### src/rtl/t1tx_pkg.sv
`timescale 1ns/1ps
// Shared constants for the T1 transmit channel timing generator.
// Assumes a frame of one framing bit followed by CHANNELS * CHAN_BITS bits.
package t1tx_pkg;
    localparam int T1_CHANNELS  = 24;
    localparam int T1_CHAN_BITS = 8;
    localparam int LINK_DIV_W   = 2;   // frame counter width for link clock
endpackage

### src/rtl/t1tx_bit_counter.sv
`timescale 1ns/1ps
// Bit position tracker: framing slot flag, channel index, bit-in-channel index.
// Assumes frame_sync is a single-cycle pulse; waits idle until the first one.
module t1tx_bit_counter #(
    parameter int NCHAN  = 24,
    parameter int CHBITS = 8,
    localparam int CHW   = $clog2(NCHAN),
    localparam int BTW   = $clog2(CHBITS)
) (
    input  logic           clk,
    input  logic           rst_n,
    input  logic           frame_sync,
    output logic           synced,
    output logic           fbit,
    output logic [CHW-1:0] ch,
    output logic [BTW-1:0] bt,
    output logic           boundary
);
    localparam logic [CHW-1:0] CH_LAST = CHW'(NCHAN - 1);
    localparam logic [BTW-1:0] BT_LAST = BTW'(CHBITS - 1);

    logic last_bit;

    // Marks the final bit of the final channel.
    always_comb begin
        last_bit = synced && !fbit && (ch == CH_LAST) && (bt == BT_LAST);
        boundary = frame_sync || last_bit;
    end

    // Advances the position each bit time, realigns on sync.
    always_ff @(posedge clk) begin
        if (!rst_n) begin
            synced <= 1'b0;
            fbit   <= 1'b1;
            ch     <= '0;
            bt     <= '0;
        end else if (frame_sync) begin
            synced <= 1'b1;
            fbit   <= 1'b1;
            ch     <= '0;
            bt     <= '0;
        end else if (synced) begin
            if (fbit) begin
                fbit <= 1'b0;
                ch   <= '0;
                bt   <= '0;
            end else if (bt == BT_LAST) begin
                bt <= '0;
                if (ch == CH_LAST) begin
                    fbit <= 1'b1;
                end else begin
                    ch <= ch + 1'b1;
                end
            end else begin
                bt <= bt + 1'b1;
            end
        end
    end
endmodule

### src/rtl/t1tx_chan_strobe.sv
`timescale 1ns/1ps
// Channel strobes: LSB clock and masked block output.
// Assumes the mask input may change at any time; it is captured at boundaries only.
module t1tx_chan_strobe #(
    parameter int NCHAN  = 24,
    parameter int CHBITS = 8,
    localparam int CHW   = $clog2(NCHAN),
    localparam int BTW   = $clog2(CHBITS)
) (
    input  logic             clk,
    input  logic             rst_n,
    input  logic             synced,
    input  logic             fbit,
    input  logic [CHW-1:0]   ch,
    input  logic [BTW-1:0]   bt,
    input  logic             boundary,
    input  logic [NCHAN-1:0] mask_in,
    output logic             chan_clk,
    output logic             chan_blk
);
    localparam logic [BTW-1:0] BT_LAST = BTW'(CHBITS - 1);

    logic [NCHAN-1:0] act_mask;
    logic             in_chan;

    // Loads the working mask when entering the framing slot.
    always_ff @(posedge clk) begin
        if (!rst_n) begin
            act_mask <= '0;
        end else if (boundary) begin
            act_mask <= mask_in;
        end
    end

    // Decodes the strobes from the current position.
    always_comb begin
        in_chan  = synced && !fbit;
        chan_clk = in_chan && (bt == BT_LAST);
        chan_blk = in_chan && act_mask[ch];
    end
endmodule

### src/rtl/t1tx_link_clk.sv
`timescale 1ns/1ps
// Link demand clock: counts frames and strobes in selected framing slots.
// Assumes boundary pulses on every edge entering the framing slot.
module t1tx_link_clk #(
    parameter int FCW = 2
) (
    input  logic clk,
    input  logic rst_n,
    input  logic synced,
    input  logic fbit,
    input  logic boundary,
    input  logic zbtsi_mode,
    output logic link_clk
);
    logic [FCW-1:0] fcnt;

    // Counts frames; the first sync after reset starts at frame zero.
    always_ff @(posedge clk) begin
        if (!rst_n) begin
            fcnt <= '0;
        end else if (boundary) begin
            fcnt <= synced ? fcnt + 1'b1 : '0;
        end
    end

    // Selects every 2nd or every 4th framing slot.
    always_comb begin
        if (zbtsi_mode) begin
            link_clk = synced && fbit && (fcnt[1:0] == 2'd0);
        end else begin
            link_clk = synced && fbit && !fcnt[0];
        end
    end
endmodule

### src/rtl/t1tx_chan_timer.sv
`timescale 1ns/1ps
// Top of the T1 transmit channel timing generator.
// Assumes a single bit clock domain; serial data captured on its falling edge.
module t1tx_chan_timer
    import t1tx_pkg::*;
#(
    parameter int NCHAN  = T1_CHANNELS,
    parameter int CHBITS = T1_CHAN_BITS
) (
    input  logic             clk,
    input  logic             rst_n,
    input  logic             frame_sync,
    input  logic [NCHAN-1:0] chan_mask,
    input  logic             zbtsi_mode,
    input  logic             ser_in,
    output logic             chan_clk,
    output logic             chan_blk,
    output logic             link_clk,
    output logic             ser_q
);
    localparam int CHW = $clog2(NCHAN);
    localparam int BTW = $clog2(CHBITS);

    logic           synced;
    logic           fbit;
    logic [CHW-1:0] ch;
    logic [BTW-1:0] bt;
    logic           boundary;

    t1tx_bit_counter #(.NCHAN(NCHAN), .CHBITS(CHBITS)) u_cnt (
        .clk(clk), .rst_n(rst_n), .frame_sync(frame_sync),
        .synced(synced), .fbit(fbit), .ch(ch), .bt(bt), .boundary(boundary)
    );

    t1tx_chan_strobe #(.NCHAN(NCHAN), .CHBITS(CHBITS)) u_strobe (
        .clk(clk), .rst_n(rst_n), .synced(synced), .fbit(fbit),
        .ch(ch), .bt(bt), .boundary(boundary), .mask_in(chan_mask),
        .chan_clk(chan_clk), .chan_blk(chan_blk)
    );

    t1tx_link_clk #(.FCW(LINK_DIV_W)) u_link (
        .clk(clk), .rst_n(rst_n), .synced(synced), .fbit(fbit),
        .boundary(boundary), .zbtsi_mode(zbtsi_mode), .link_clk(link_clk)
    );

    // Captures serial data on the falling edge of the bit clock.
    always_ff @(negedge clk) begin
        if (!rst_n) begin
            ser_q <= 1'b0;
        end else begin
            ser_q <= ser_in;
        end
    end
endmodule

### config.mk
export PLATFORM = sky130hd
export DESIGN_NAME = t1tx_chan_timer
export DESIGN_NICKNAME = d
export VERILOG_FILES = /design/src/rtl/t1tx_pkg.sv /design/src/rtl/t1tx_bit_counter.sv /design/src/rtl/t1tx_chan_strobe.sv /design/src/rtl/t1tx_link_clk.sv /design/src/rtl/t1tx_chan_timer.sv
export SDC_FILE = /design/constraint.sdc
export NUM_CORES = 1
export LEC_CHECK = 0
export BUFFER_PORTS_ARGS = -buffer_cell sky130_fd_sc_hd__buf_2
export CAP_MARGIN = 10
export CORE_MARGIN = 3
export CORE_UTILIZATION = 59
export CTS_CLUSTER_DIAMETER = 80
export DETAILED_ROUTE_END_ITERATION = 6
export PLACE_DENSITY_LB_ADDON = 0.3
export SYNTH_ARGS = -nofsm -noshare
export SYNTH_HDL_FRONTEND = slang
export SYNTH_SLANG_ARGS = --single-unit
### constraint.sdc
create_clock -name clk -period 3.01 [get_ports clk]
set_input_delay 0.4515 -clock clk [delete_from_list [all_inputs] [get_ports clk]]
set_output_delay 0.4515 -clock clk [all_outputs]
set_load 0.005 [all_outputs]
Word level (Yosys, flattened, before mapping) --
Cells that the tools add are included.
Storage, ports and cells: register bits after elaboration 37, bits of input ports 29, output and inout bits 4, logic and storage cells 42
Cells by class: $add $sub $neg 3, magnitude comparators 1, equal/unequal tests 3, mux-type cells 12, bitwise logic cells 1, reductions and logical operators 15
Operator list (count):
- $mux 5 | 3
- $logic_and 1x1->1 | 8
- $lt 5x6->1 const B | 1
- $mux 3 | 2
- $add 5x1->5 const B | 1
- $bmux 1 s5 | 1
- $eq 5x5->1 const B | 1
- $mux 1 | 5
- $add 3x1->3 const B | 1
- $eq 3x3->1 const B | 1
- $reduce_and 3->1 | 1
- $add 2x1->2 const B | 1
- $logic_not 1->1 | 2
- $logic_not 2->1 | 1
- $mux 2 | 1
- $ne 2x1->1 const B | 1
- $reduce_bool 2->1 | 1
- $reduce_or 2->1 | 1
- $logic_or 1x1->1 | 1
- $not 1->1 | 1

Longest topological paths before layout --
depth in word-level cells 5, gate-level depth with buffers 8, mapped depth without buffers 5

Hierarchy --
Synthesis repeated with hierarchy kept, for this count alone.
Second synthesis, totals: cells, all modules 184, area, all modules 1830.5 µm²
By module, submodules not included:
- t1tx_chan_strobe | times used 1, cells each 109, area each 1168.6 µm², sequential area each 480.5 µm²
- t1tx_bit_counter | times used 1, cells each 59, area each 516.7 µm², sequential area each 200.2 µm²
- t1tx_link_clk | times used 1, cells each 13, area each 115.1 µm², sequential area each 40.0 µm²
- t1tx_chan_timer | times used 1, cells each 3, area each 30.0 µm², sequential area each 20.0 µm²

==> summary.txt <==
Route
  – DRC Markers: 0
  – DRT iter0 DRCs: 111
  – Top Layer Used: met4
  – Post-DRT Antenna Nets: 0
  – DRT met1 WL: ~1.5 mm
  – Via count: about 1500
  – DR WL met2: around 2 mm
  – Vias/cell: a little under 6
  – WL final: 3.75 mm
  – Average routed wire per standard cell: between 10 and 15 um
  – WL met3: 206 um
  – 1st-pass router iterations: 4

STA
  – Slew headroom: 0.531
  – Skew final: approximately 9.5 ps
  – RSZ-0062 raised after global routing: false
  – TNS Setup: 0 ps
  – Min Tclk post-route: between 2000 and 3000 ps
  – Hold slack: between 300 and 400 ps
  – Least-Margin Pin Slew: roughly 700 ps
  – Final Hold Viols: 0
  – Fmax: 0.366 GHz
  – Slew Limit Fails: 0
  – Setup violators final: 0
  – Final worst-path cycle share: 0.907

Outcome
  – Status: finished clean

Logic synthesis
  – Synth warn: 0
  – Post-synthesis async set-or-reset flop share: 0
  – Dominant cell type by area after synthesis: dfxtp_1
  – Yosys top cell area share: 0.412
  – Flops & latches, synth: 37
  – Synth Flop Type: dfxtp_1
  – Largest cells by area after synthesis: dfxtp_1, nand2_1, a21boi_1, a21boi_0, mux4_1
  – Count of different cell masters after synthesis: 41
  – Syn Nets: ~240
  – Avg Inst Size Synth: between 8 and 9 um^2
  – Synthesized area: ~1800 um^2
  – Number of synthesized flops with an enable pin: 0
  – Seq/Total Area, Yosys: 0.412
  – Synthesized instance count: 202

CTS
  – Total CTS buffers: 5
  – Clock tree buffer depth: 2
  – Setup bufs post-CTS: 0
  – Post-cts sizing count: 0
  – CTS tree: yes
  – CTS root buf: clkbuf_4
  – H-tree depth: 2
  – Reg clk slew, reported paths: about 110 ps
  – Clock sink count: 37
  – Hold_buf cts: 0
  – Clock network latency to the later pin of the worst-skew pair: between 300 and 400 ps

Worst setup path
  – Worst Path Arrival: 2280 ps
  – Worst path cell trace: mux4_1, o2111ai_1, o22ai_1, a211o_1, buf_2
  – Crit-path max FO: 14
  – Class of the most critical setup path: reg2out
  – CP Buf/Inv Count: 1
  – CP max stage delay: 660 ps
  – Crit-path slowest cell: dfxtp_1
  – Startpoint types: register
  – CP top delay family: flip-flops
  – Crit end category: primary output
  – Critical Path RT: approximately 2600 ps

Final layout
  – Antenna diodes: 0
  – Proportion of layout cells with a drive suffix above 1: 0.204
  – Area delta synth->final: 11.5%
  – Commonest non-fill, non-tap cell in the layout: nand2_1
  – Net count, final: 262
  – Most frequent cells in the layout: nand2_1, dfxtp_1, buf_2, a21boi_1, a21boi_0

Die
  – Rows: 19
  – IO Pins: 33
  – Core Area: 2830 um^2
  – Full die area: between 3000 and 4000 um^2
  – Initial Utilization: 0.636
  – Die Width: 61.2 um
  – Die height: ~60 um

GRT
  – Vias in the first global route: ~1500
  – Initial antenna violation count: 0
  – Gr usage total: 0.222
  – Total grt overflow: 0
  – First-pass GRT wire length: between 6 and 7 mm
  – Largest net degree at the start of global routing: 30

Min path
  – Min-delay worst type: in2reg

Power and ir drop
  – Leakage: about 0.8 nW
  – Worst vdd ir: a little under 0.0005 V
  – PD cells: between 400 and 500 nW/um^2
  – Total power: 0.945 mW

Placement
  – Placed wire-length estimate: 2.71 mm
  – # port buffers: 32
  – Routability cong.: between 0.9 and 1

Job
  – Max Cap Viol: 0
==> where the power goes <==
part           leakage, nW  internal (mW)  switching, mW
Combinational        0.472         0.0425         0.0436
Sequential           0.304          0.510         0.0128
Clock               0.0452          0.175          0.161
==> synthesized netlist by cell type (2+ instances only) <==
master and n:
and2b_4 2, buf_4 5, nand2b_1 3, a22oi_1 3, a211oi_1 2, nand2_1 53
o21ai_0 2, buf_2 3, nor2b_1 4, dfxtp_1 37, a21boi_1 14, o22ai_1 2
a31oi_1 2, ha_1 4, nand3_1 5, a21oi_1 5, o211ai_1 2, a21boi_0 12
nor2_1 7, o2111ai_1 3, mux4_1 3, mux2_2 2, inv_1 3, clkbuf_1 5
and2_1 3
==> flip-flops by register name, summed over array words and instances (netlist names) <==
signal             count
ser_q                  1
u_cnt.fbit             1
u_link.fcnt            2
u_cnt.synced           1
u_strobe.act_mask     24
u_cnt.ch               5
u_cnt.bt               3
==> worst reg2reg max path: stages (launching register included) <==
cell,delay [ps]
dfxtp_1,660
ha_1,310
and4b_1,290
a31o_2,520
nand2_1,120
a21boi_1,180
==> kinds of logic after synthesis <==
| group | count (synthesis) | share of synthesized area |
|---|---|---|
| xor+xnor | 1 | 0.00487 |
| compound gates | 52 | 0.216 |
| buf+inv | 18 | 0.0542 |
| mux | 7 | 0.0744 |
| simple gates | 83 | 0.211 |
| flops | 37 | 0.412 |
| fa+ha+maj | 4 | 0.0278 |
==> through the flow <==
stage	area, um^2	std cells	util	setup slack, ps
after CTS	2010	261	0.709	264
final	2010	261	0.709	280
after floorplan	1800	202	-	638
after global placement	1930	253	0.682	667
after global routing	2010	261	0.709	88.3
after detailed placement	1930	253	0.682	669
==> layer usage <==
metal / up-vias / GRT usage
met5: - / 0
met4: 0 / 0.0867
met3: 8 / 0.0755
met2: 43 / 0.412
met1: 715 / 0.226
li1: 756 / -
==> layout make-up <==
type,instances,area [um^2]
sequential,37,741
multi-input combinational,147,961
fill,234,823
tap,31,38.8
timing repair buffer,34,175
clock inverter,3,37.5
inverter,3,11.3
clock buffer,6,41.3
==> path summary, 6_finish.rpt <==
kind / slack [ps] / endpoint / cells past startpoint / start
setup / recovery: 280 / chan_blk / 5 / u_cnt.ch[0]
hold / removal: 330 / u_strobe.act_mask[19] / 3 / chan_mask[19]
setup reg to reg: 860 / u_strobe.act_mask[21] / 5 / u_cnt.ch[0]
hold reg to reg: 460 / u_strobe.act_mask[0] / 2 / u_strobe.act_mask[0]
No activity file was read; power rests on OpenSTA's default activity.
